==> config.mk <==
export PLATFORM = sky130hd
export DESIGN_NAME = nic_glue_regs
export DESIGN_NICKNAME = d
export VERILOG_FILES = /design/src/rtl/nic_glue_regs.sv
export SDC_FILE = /design/constraint.sdc
export NUM_CORES = 1
export LEC_CHECK = 0
export ABC_AREA = 1
export ABC_CLOCK_PERIOD_IN_PS = 1600
export BUFFER_PORTS_ARGS = -buffer_cell sky130_fd_sc_hd__buf_4
export CORE_AREA = 4 4 59 74
export CTS_BUF_LIST = sky130_fd_sc_hd__clkbuf_2
export CTS_CLUSTER_SIZE = 12
export DETAILED_ROUTE_END_ITERATION = 10
export DIE_AREA = 0 0 63 78
export HOLD_SLACK_MARGIN = 0.08
export PLACE_DENSITY_LB_ADDON = 0.05
export SYNTH_ARGS = -nofsm -noshare
export SYNTH_HDL_FRONTEND = slang
export SYNTH_SLANG_ARGS = --single-unit
==> constraint.sdc <==
create_clock -name clk -period 1.6 [get_ports clk]
set_input_delay 0.32 -clock clk [delete_from_list [all_inputs] [get_ports clk]]
set_output_delay 0.32 -clock clk [all_outputs]
set_load 0.02 [all_outputs]
==> src/rtl/nic_glue_regs.sv <==
module nic_glue_regs #(
  parameter logic [7:0]  MFR_ID    = 8'h4D,
  parameter logic [7:0]  CARD_TYPE = 8'h08,
  parameter logic [7:0]  REVISION  = 8'h03,
  parameter logic [47:0] STATION   = 48'h0000F5_123456
) (
  input  logic        clk,
  input  logic        rst_n,
  input  logic [3:0]  bus_addr,
  input  logic        bus_we,
  input  logic        bus_rd,
  input  logic [7:0]  bus_wdata,
  output logic [7:0]  bus_rdata,
  input  logic [23:0] bus_cfg,
  input  logic        ctl_irq,
  input  logic [7:0]  ctl_rdata,
  output logic        ctl_rd,
  output logic        ctl_wr,
  output logic [2:0]  ctl_addr,
  output logic [7:0]  ctl_wdata,
  output logic        ctl_rst_n,
  output logic        ctl_rs_hi,
  output logic        ring_16m,
  output logic        cable_utp,
  output logic        host_irq
);
  localparam logic [3:0] A_CR0 = 4'h8;
  localparam logic [3:0] A_CR1 = 4'h9;
  localparam logic [3:0] A_CR7 = 4'hF;

  logic [7:1] cr0;
  logic [7:0] cr1, cr7;
  logic       irq_lat;
  logic [7:0] rom_byte;

  wire in_win   = ~bus_addr[3];
  wire map_ctl  = cr0[2];
  wire rom_page = cr0[3];
  wire wr_cr1   = bus_we && bus_addr == A_CR1;
  wire irq_clr  = wr_cr1 && (bus_wdata[1] != cr1[1]);

  always_ff @(posedge clk or negedge rst_n) begin
    if (!rst_n) begin
      cr0 <= '0;
      cr1 <= '0;
      cr7 <= '0;
    end else if (bus_we) begin
      if (bus_addr == A_CR0) cr0 <= bus_wdata[7:1];
      if (bus_addr == A_CR1) cr1 <= bus_wdata;
      if (bus_addr == A_CR7) cr7 <= bus_wdata;
    end
  end

  always_ff @(posedge clk or negedge rst_n) begin
    if (!rst_n)       irq_lat <= 1'b0;
    else if (irq_clr) irq_lat <= 1'b0;
    else if (ctl_irq) irq_lat <= 1'b1;
  end

  always_comb begin
    rom_byte = 8'h00;
    if (!rom_page) begin
      case (bus_addr[2:0])
        3'd0: rom_byte = MFR_ID;
        3'd1: rom_byte = CARD_TYPE;
        3'd2: rom_byte = REVISION;
        3'd3: rom_byte = bus_cfg[7:0];
        3'd4: rom_byte = bus_cfg[15:8];
        3'd5: rom_byte = bus_cfg[23:16];
        default: rom_byte = 8'h00;
      endcase
    end else begin
      case (bus_addr[2:0])
        3'd1: rom_byte = STATION[47:40];
        3'd2: rom_byte = STATION[39:32];
        3'd3: rom_byte = STATION[31:24];
        3'd4: rom_byte = STATION[23:16];
        3'd5: rom_byte = STATION[15:8];
        3'd6: rom_byte = STATION[7:0];
        default: rom_byte = 8'h00;
      endcase
    end
  end

  always_comb begin
    if (in_win)                 bus_rdata = map_ctl ? ctl_rdata : rom_byte;
    else if (bus_addr == A_CR0) bus_rdata = {cr0, irq_lat};
    else if (bus_addr == A_CR1) bus_rdata = cr1;
    else if (bus_addr == A_CR7) bus_rdata = cr7;
    else                        bus_rdata = 8'h00;
  end

  assign ctl_rd    = bus_rd && in_win && map_ctl;
  assign ctl_wr    = bus_we && in_win && map_ctl;
  assign ctl_addr  = bus_addr[2:0];
  assign ctl_wdata = bus_wdata;
  assign ctl_rst_n = cr1[0];
  assign ring_16m  = cr1[2];
  assign ctl_rs_hi = cr1[3];
  assign cable_utp = cr7[0];
  assign host_irq  = irq_lat && cr1[1];
endmodule

Word level (Yosys, flattened, before mapping)
Cells that the tools add are included.
{ "op_classes": {"n_addsub": 0, "mul": 0, "n_div": 0, "order_cmp": 0, "n_eq_ne": 10, "shift": 0, "mux": 10, "bitwise": 1, "reduce_logical": 12} }
{ "ops": {"columns": ["cell", "n"], "rows": [
  ["8-bit 2-to-1 mux", 6],
  ["8-bit one-hot mux with 6 select lines", 1],
  ["8-bit one-hot mux with 4 select lines", 1],
  ["4-bit == test, second input constant", 3],
  ["3-bit == test, second input constant", 3],
  ["1-bit logical AND", 7],
  ["3-bit by 2-bit == test with 1-bit output, second input constant", 2],
  ["2-bit AND reduction", 3],
  ["3-bit by 1-bit == test with 1-bit output, second input constant", 1],
  ["3-bit zero test", 1],
  ["1-bit 2-to-1 mux", 2],
  ["2-bit nonzero test", 1],
  ["1-bit != test", 1],
  ["1-bit NOT", 1]
]} }
{ "word_totals": {"ff_bits": 24, "latchBits": 0, "ramBits": 0, "rom_bits": 0, "output_inout_bits": 26, "mem_count": 0} }

Longest topological paths before layout
Gate-level depths: netlist of the first run.
{ "logic_depth": {"word_depth": 5, "mapped_depth": 9, "ltp_nobuf": 9} }

Worst setup path after synthesis of the first run
Ideal clock, no wire load.
{ "synth_path": {"kind": "input to output", "start": "input port bus_addr[0]", "end": "output port bus_rdata[0]", "t_arrival_ns": 1.256, "t_required_ns": 1.280, "path_slack_ns": 0.024, "path_stages": 9, "path_buffers": 1, "path_cell_list": "buf_4 nand2_2 nor2_1 nand2_1 nand2_1 a21oi_1 nand2_1 nand2_1 nand2_1"} }
{ "synth_between": {"elab_chain_len": 5, "word_cells_on_any_way": 18} }
{ "synth_lines": {"columns": ["item", "line_no", "rtl"], "rows": [
  ["start: declaration", "9", "input logic [3:0] bus_addr,"],
  ["3-bit == test, or another cell as far along", "63, 73", null],
  ["8-bit one-hot mux with 6 select lines, or another cell as far along", "63", "case (bus_addr[2:0])"],
  ["8-bit 2-to-1 mux (on tied branches)", "62, 88", null],
  ["8-bit 2-to-1 mux (on tied branches)", "86, 87", null],
  ["8-bit 2-to-1 mux (*)", "86", "if (in_win) bus_rdata = map_ctl ? ctl_rdata : rom_byte;"],
  ["end: declaration", "13", "output logic [7:0] bus_rdata,"]
]} }
Every way passes the cells marked *; elsewhere a longest branch is shown, timed or not.

Worst setup path after layout of the first run
{ "layout_path": {"start": "register cr0[3] (netlist name)", "end": "output port bus_rdata[4]"} }
{ "layout_between": {"elab_chain_len": 3} }
{ "layout_lines": {"columns": ["item", "line_no", "rtl"], "rows": [
  ["start: declaration", "31", "logic [7:1] cr0;"],
  ["start signal: assignment", "48", "if (bus_addr == A_CR0) cr0 <= bus_wdata[7:1];"],
  ["8-bit 2-to-1 mux", "62", "if (!rom_page) begin"],
  ["8-bit 2-to-1 mux (2 in a row)", "86", null]
]} }
No other way between the ends.

==> results.cfg, run 1 <==
[final_layout]
synthToLayoutAreaGrowth_pct = 49.6
seqCellArea_um2 = 602
drive_gt1_share_pct = 43.5
nNetsFinal = 388
fin_cells = 378
multi_input_area_um2 = 997
layout_commonest_cell = nand2_1
layout_common_cells = 96 x nand2_1, 81 x buf_4, 23 x dfrtp_1
fillers = 347
insertedDiodeCount = 0

[critical_path]
worstRegToRegCells = 5
r2r-start = cr0[3]
reg2reg_slack_ps = 480
path_buf_inv = 2
crit_slowest_cell = dfrtp_2
end_kind = output port
cp.arrival_ps = 1480
critPathRequiredTime_ps = 1280
crit_path_max_fanout = 7
cp_top_family = flip-flops
crit_path_frequent_cell = nand2_1
crit_type = reg -> out
r2r_end = cr0[3]
cp_cell_sequence = inv_2, a21oi_1, a21oi_1, nand2_1, nand2_1, nand2_1, buf_6
max_stage_delay_ps = 530
worst_setup_path_start_kind = register

[logic_synthesis]
syn_nets = 302
synth-edff-count = 0
ys_ff_latch = 24
syn_area_um2 = 1730
async_flop_share_pct = 100
yosys_warnings = 0
avgSynthCellArea_um2 = 6.83
synthFlopType = dfrtp_1
ys_types = 22
syn_inst = 253
ys_seq_area_share_pct = 34.7

[run]
drv_cap = 0

[floorplanning]
core_area_um2 = 3720
rows = 25
die_area_um2 = 4910
die_w_um = 63
die_h_um = 78
ios = 75
start_util_pct = 46.5

[detailed_routing]
wire_per_inst_um = 13.1
drc = 0
vias_per_cell = 4.92
dr.pass1.iters = 4
drt-initial-drc-count = 94
vias = 1858
postRouteAntennaNets = 0
drt_wl_total_um = 4970

[clock_tree]
cts_tree = built
cts_sinks = 24
cts.path.max_buffers = 2
cts_made_buffers = 3
path_clk_slew_ps = 200
h-tree-depth = 1
cts_root_buf = clkbuf_2
worstSkewPairLatency_ps = 320

[sta]
holdWs_ps = 235
finalCritPeriodShare_pct = 113
max_freq_mhz = 554
worstMarginPinSlew_ps = 344
clock_skew_ps = 0.0507
max_slew_margin_pct = 77.0
slew_viol_final = 0
rsz0062_at_grt = true
fin_crit_ps = 1800
setup_viol = 10
fin_ws_ps = -204
hold_viol = 0

[outcome]
outcome = complete, but fails checks
failed_checks = negative setup slack

[power]
finalPower_mw = 1.96
leakagePower_nw = 1.43
power.density_nw_per_um2 = 758
ir_worst_vdd_v = 0.000589

[global_routing]
use_met2_pct = 38.0
first_global_vias = 1866
gr-usage-met3_pct = 2.89
grt_util_all_layers_pct = 20.6
grt_overflow = 0
use_met1_pct = 23.5
grt_pass1_wl_um = 8250
grt_max_degree = 25
antenna_found_initial = 0
busiest_layer = met2

[place]
dp_cells = 366
gp_congestion = 0.941
port_buffers = 74
hpwl_um = 3730
dp_slack_ps = -144

[min_path]
min_path_type = in -> reg
min_to = irq_lat
hp-start = ctl_irq
holdPathStages = 3
-- worst min-delay path, delay by kind of cell --
kind	cells	cell delay [ps]
AND/OR/NAND/NOR	1	70
buffers and inverters	1	110
AO/OA/AOI/OAI	1	40
-- worst max path at each step --
stage,start,slack (ps),cells after the start,endpoint
final,cr0[3],-200,7,bus_rdata[4]
after global routing,cr0[3],-310,7,bus_rdata[2]
after CTS,cr0[3],-210,7,bus_rdata[4]
after detailed placement,bus_addr[1],-140,11,bus_rdata[0]
after global placement,bus_addr[1],-130,11,bus_rdata[0]
after floorplan,bus_addr[0],20,9,bus_rdata[0]
-- cell families after synthesis --
| logic type | after synthesis | synth area share [%] |
|---|---|---|
| DFF | 24 | 34.7 |
| and+or+nand+nor | 149 | 37.3 |
| AOI/OAI and AO/OA | 41 | 15.4 |
| xor gates and xnor gates | 1 | 0.507 |
| buffers and inverters | 38 | 12.1 |
-- routing by layer --
metal,vias up,routed length [um]
li1,968,-
met1,831,1980
met2,51,2610
met3,8,284
met4,0,97
met5,-,0
-- registers in the layout, indices dropped and copies added (netlist names) --
name,flops
cr7,8
cr0,7
irq_lat,1
cr1,8
-- synthesized netlist by cell type, types with 3 or more instances --
master	n	area (um^2)
o21ai_0	4	20.0
nand3_1	10	50.1
nor2_1	24	90.1
inv_2	3	11.3
nand2_1	100	375
o21ai_2	16	140
inv_1	17	63.8
dfrtp_1	24	601
nand4_1	6	37.5
nand2_2	3	18.8
a21oi_1	13	65.1
buf_4	13	97.6
o21ai_1	7	35.0
-- per-stage QoR --
step / TNS (ps) / instance area (um^2) / util, %
2_1_floorplan: 0 / 1730 / -
3_3_place_gp: -654 / 2380 / 63.9
3_5_place_dp: -641 / 2380 / 63.9
4_1_cts: -1290 / 2540 / 68.2
5_1_grt: -2450 / 2590 / 69.5
6_report: -1320 / 2590 / 69.5
-- where the power goes --
| group | leakage [nW] | switching [mW] | internal [mW] |
|---|---|---|---|
| combinational | 1.11 | 0.479 | 0.447 |
| sequential | 0.300 | 0.0857 | 0.725 |
| clock | 0.0140 | 0.170 | 0.0543 |
-- cell type report --
type	count	area share [%]
Multi-Input combinational cell	191	38.5
Timing Repair Buffer	99	32.6
Sequential cell	24	23.3
Inverter	20	2.90
Tap cell	40	1.93
Clock buffer	3	0.580
Clock inverter	1	0.145
-- timing repair --
item | CTS | global route
gates resized for setup | 30 | 9
gates cloned | 1 | 0
hold buffers | 1 | 0
setup endpoints to repair | 10 | 10
pin swaps | 12 | 4
buffers inserted | 4 | 3
hold endpoints to repair | 24 | 0
Note: power is estimated with default switching activity, not from simulation.
==> inputs of run 2 (changes only) <==
--- a/config.mk
+++ b/config.mk
@@ -8,11 +8,13 @@
 export ABC_AREA = 1
 export ABC_CLOCK_PERIOD_IN_PS = 1600
 export BUFFER_PORTS_ARGS = -buffer_cell sky130_fd_sc_hd__buf_4
-export CORE_AREA = 4 4 59 74
+export CELL_PAD_IN_SITES_DETAIL_PLACEMENT = 1
+export CELL_PAD_IN_SITES_GLOBAL_PLACEMENT = 2
+export CORE_AREA = 4 4 80 100
 export CTS_BUF_LIST = sky130_fd_sc_hd__clkbuf_2
 export CTS_CLUSTER_SIZE = 12
 export DETAILED_ROUTE_END_ITERATION = 10
-export DIE_AREA = 0 0 63 78
+export DIE_AREA = 0 0 84 104
 export HOLD_SLACK_MARGIN = 0.08
 export PLACE_DENSITY_LB_ADDON = 0.05
 export SYNTH_ARGS = -nofsm -noshare
==> results.cfg, run 2 (same netlist as run 1, synthesis figures left out) <==
[detailed_routing]
postRouteAntennaNets = 0
drt-initial-drc-count = 38
vias_per_cell = 4.30
dr.pass1.iters = 4
drt_wl_total_um = 5790
vias = 1849
wire_per_inst_um = 13.5
drc = 0

[power]
swShare_pct = 35.2
power_frac_seq_pct = 38.2
internal_power_mw = 1.37
clkPwrFrac_pct = 19.1
combPwrFrac_pct = 42.8
p_sw_uw = 745
leakagePower_nw = 1.43
power.density_nw_per_um2 = 793
ir_worst_vdd_v = 0.000422
finalPower_mw = 2.11

[place]
hpwl_um = 4800
dp_slack_ps = -150
dp_cells = 424
gp_congestion = 0.804
port_buffers = 74
placed_area_um2 = 2510

[sta]
slew_viol_final = 0
clock_skew_ps = 0.0767
max_slew_margin_pct = 78.4
max_freq_mhz = 530
hold_viol = 0
worstMarginPinSlew_ps = 325
finalCritPeriodShare_pct = 118
tns_ps = -1910
setup_viol = 8
fin_crit_ps = 1890
fin_ws_ps = -287
rsz0062_at_grt = true
holdWs_ps = 222

[global_routing]
grt_util_all_layers_pct = 13.3
antenna_found_initial = 0
grt_overflow = 0
first_global_vias = 1830
grt_pass1_wl_um = 9600
grt_max_degree = 25

[final_layout]
insertedDiodeCount = 0
drive_gt1_share_pct = 42.6
utilization_pct = 38.2
synthToLayoutAreaGrowth_pct = 54.2
layout_commonest_cell = nand2_1
multi_input_area_um2 = 971
seqCellArea_um2 = 602
layout_common_cells = 98 x nand2_1, 86 x buf_4, 23 x dfrtp_1
top_regs = cr1: 8 flops, cr7: 8 flops, cr0: 7 flops
fillers = 899
fin_cells = 430
design_area_um2 = 2670
nNetsFinal = 390

[critical_path]
crit_type = reg -> out
crit_path_max_fanout = 6
cp.arrival_ps = 1570
end_kind = output port
critPathRequiredTime_ps = 1280
worst_setup_path_start_kind = register

[floorplanning]
die_h_um = 104
die_area_um2 = 8740
core_area_um2 = 6980
die_w_um = 84
start_util_pct = 24.8
rows = 34
ios = 75

[clock_tree]
h-tree-depth = 1
cts.path.max_buffers = 2
cts_tree = built
path_clk_slew_ps = 230
cts_sinks = 24
cts_root_buf = clkbuf_2
cts_made_buffers = 3
worstSkewPairLatency_ps = 330

[outcome]
outcome = complete, but fails checks
failed_checks = negative setup slack

[run]
drv_cap = 0

[min_path]
min_path_type = in -> reg
==> run 2: changes by cell type in the layout (fill, tap and decap cells not counted), sizes merged <==
cell / before / now
clkinv: 1 / 0
buf: 98 / 100
bufinv: 0 / 1
==> run 2: final timing paths <==
kind / slack (ps) / from / cells after the start / to
max reg2reg: 730 / cr1[1] / 2 / irq_lat
min reg2reg: 520 / cr1[7] / 2 / cr1[7]
min in group asynchronous: 370 / rst_n / 2 / cr0[7]
max: -290 / cr0[3] / 7 / bus_rdata[2]
min: 220 / bus_we / 2 / irq_lat
max in group asynchronous: 960 / rst_n / 2 / cr0[3]
==> run 2: what timing repair did <==
action | in CTS | in global routing
hold endpoints to repair | 24 | 0
setup endpoints to repair | 10 | 10
pin swaps | 9 | 5
hold buffers | 1 | 0
gates resized for setup | 22 | 5
setup buffers | 1 | 0
==> run 2: power groups by stage <==
stage | Combinational, mW | Sequential [mW] | Clock, mW
finish | 0.904 | 0.807 | 0.404
global route | 1.01 | 0.826 | 0.445
CTS | 0.909 | 0.810 | 0.421
detailed placement | 0.844 | 0.819 | 0
global placement | 0.838 | 0.819 | 0
floorplan | 0.443 | 0.824 | 0
==> run 2: critical path, stage by stage, from the launching register on <==
cell and delay [ps]:
dfrtp_2 520, nand4_1 170, nand3_2 130, nor2_4 110, nand2_1 60, nand2_1 50
nand2_1 60, buf_6 130
==> run 2: area by class of cell <==
type / instances / area share (%)
Tap cell: 90 / 4.22
Inverter: 20 / 2.82
Timing Repair Buffer: 101 / 32.3
Clock buffer: 3 / 0.563
Sequential cell: 24 / 22.6
Clock inverter: 1 / 1.13
Multi-Input combinational cell: 191 / 36.4
==> run 2: metal layers <==
| layer | share of wire [%] | wire, um | global-route usage, % | vias up |
|---|---|---|---|---|
| li1 | - | - | - | 966 |
| met1 | 44 | 2520 | 17.3 | 833 |
| met2 | 52 | 3000 | 23.5 | 48 |
| met3 | 4.1 | 236 | 1.66 | 2 |
| met4 | 0.48 | 28 | 2.76 | 0 |
| met5 | 0 | 0 | 0 | - |
==> inputs of run 3 (changes only) <==
--- a/config.mk
+++ b/config.mk
@@ -7,16 +7,17 @@
 export LEC_CHECK = 0
 export ABC_AREA = 1
 export ABC_CLOCK_PERIOD_IN_PS = 1600
-export BUFFER_PORTS_ARGS = -buffer_cell sky130_fd_sc_hd__buf_4
 export CELL_PAD_IN_SITES_DETAIL_PLACEMENT = 1
 export CELL_PAD_IN_SITES_GLOBAL_PLACEMENT = 2
-export CORE_AREA = 4 4 80 100
+export CORE_AREA = 4 4 70 88
 export CTS_BUF_LIST = sky130_fd_sc_hd__clkbuf_2
 export CTS_CLUSTER_SIZE = 12
 export DETAILED_ROUTE_END_ITERATION = 10
-export DIE_AREA = 0 0 84 104
+export DIE_AREA = 0 0 74 92
+export DONT_BUFFER_PORTS = 1
 export HOLD_SLACK_MARGIN = 0.08
 export PLACE_DENSITY_LB_ADDON = 0.05
+export SKIP_LAST_GASP = 1
 export SYNTH_ARGS = -nofsm -noshare
 export SYNTH_HDL_FRONTEND = slang
 export SYNTH_SLANG_ARGS = --single-unit
==> results.cfg, run 3 (same netlist as run 1, synthesis figures left out) <==
[floorplanning]
die_h_um = 92
ios = 75
die_area_um2 = 6810
start_util_pct = 32.2
die_w_um = 74
rows = 30
core_area_um2 = 5370

[clock_tree]
h-tree-depth = 1
path_clk_slew_ps = 250
cts_tree = built
cts_made_buffers = 3
cts.path.max_buffers = 2
worstSkewPairLatency_ps = 330
cts_sinks = 24
cts_root_buf = clkbuf_2

[global_routing]
grt_pass1_wl_um = 8500
grt_max_degree = 25
first_global_vias = 1766
grt_util_all_layers_pct = 16.0
grt_overflow = 0
antenna_found_initial = 0

[sta]
max_freq_mhz = 550
fin_crit_ps = 1820
fin_ws_ps = -218
hold_viol = 0
worstMarginPinSlew_ps = 458
slew_viol_final = 0
clock_skew_ps = 0.415
setup_viol = 8
max_slew_margin_pct = 69.4
finalCritPeriodShare_pct = 114
rsz0062_at_grt = true
tns_ps = -1300

[final_layout]
drive_gt1_share_pct = 26.5
fin_cells = 321
layout_common_cells = 89 x nand2_1, 23 x dfrtp_1, 21 x nor2_1
insertedDiodeCount = 0
nNetsFinal = 307
synthToLayoutAreaGrowth_pct = 13.6
layout_commonest_cell = nand2_1
top_regs = cr1: 8 flops, cr7: 8 flops, cr0: 7 flops
utilization_pct = 36.6

[detailed_routing]
wire_per_inst_um = 16.4
drt-initial-drc-count = 58
postRouteAntennaNets = 0
dr.pass1.iters = 4
drc = 0
vias = 1615
drt_wl_total_um = 5260
vias_per_cell = 5.03

[outcome]
failed_checks = negative setup slack
outcome = complete, but fails checks

[power]
power.density_nw_per_um2 = 857
leakagePower_nw = 1.01
ir_worst_vdd_v = 0.000582

[critical_path]
cp_cell_sequence = nand4_1, nand3_2, nor2_2, nand2_1, nand2_1, nand2_2
crit_path_max_fanout = 6
crit_type = reg -> out
cp.arrival_ps = 1500
critPathRequiredTime_ps = 1280
max_stage_delay_ps = 560
worst_setup_path_start_kind = register
crit_slowest_cell = dfrtp_2
reg2reg_slack_ps = 170
path_buf_inv = 0
crit_path_frequent_cell = nand2_1
end_kind = output port
cp_top_family = simple AND/OR/NAND/NOR gates

[min_path]
min_path_type = in -> reg

[place]
dp_cells = 310
hpwl_um = 4160
gp_congestion = 0.877
dp_slack_ps = 2.34
port_buffers = 0

[run]
drv_cap = 0
## run 3: cell types whose count changed in the layout (fill, tap and decap cells not counted), sizes merged
cell / previous run / this run
bufinv: 1 / 0
buf: 100 / 14
clkinv: 0 / 1
dlygate4sd3: 1 / 4
## run 3: path summary, 6_finish.rpt
kind | start | endpoint | cells after the start
max in group asynchronous | rst_n | cr0[3] | 2
min | bus_wdata[7] | cr1[7] | 2
min in group asynchronous | rst_n | cr0[2] | 2
max reg2reg | cr1[1] | irq_lat | 3
min reg2reg | cr7[6] | cr7[6] | 2
max | cr0[3] | bus_rdata[2] | 6
## run 3: where the power goes
group          internal, mW  switching, mW  leakage, nW  total (mW)
Clock                0.0543          0.192       0.0140       0.246
Sequential            0.725          0.122        0.300       0.847
Combinational         0.229          0.361        0.694       0.590
## run 3: per-layer routing
layer | global-route usage (%) | vias up | routed length, um
met1 | 17.6 | 753 | 2080
met2 | 31.1 | 51 | 2810
met5 | 0 | - | 0
met4 | 4.83 | 0 | 94
li1 | - | 805 | -
met3 | 1.32 | 6 | 280
## run 3: cell type report
type / instances / area, um^2
clock inverters: 1 / 3.75
well taps: 64 / 80.1
flip-flops and latches: 24 / 602
inverters: 20 / 77.6
repair buffers: 18 / 178
fillers: 699 / 3400
multi-input cells: 191 / 1010
clock buffers: 3 / 15.0
## run 3: what timing repair did
action                                  4_1_cts  5_1_grt
hold buffers                                  4        1
pin swaps                                     7        7
gates resized for setup                      21       10
cloned                                        0        0
setup buffers                                 2        0
endpoints found under the hold margin        25        2
endpoints found under the setup margin       10       10
## run 3: per-stage QoR
step | hold WS (ps) | power (mW) | instance area (um^2)
after global routing | 101 | 1.82 | 1960
after floorplan | 24.4 | 1.27 | 1730
final | 130 | 1.68 | 1960
after CTS | 107 | 1.67 | 1910
after detailed placement | 25.0 | 1.36 | 1770
after global placement | 25.1 | 1.34 | 1770
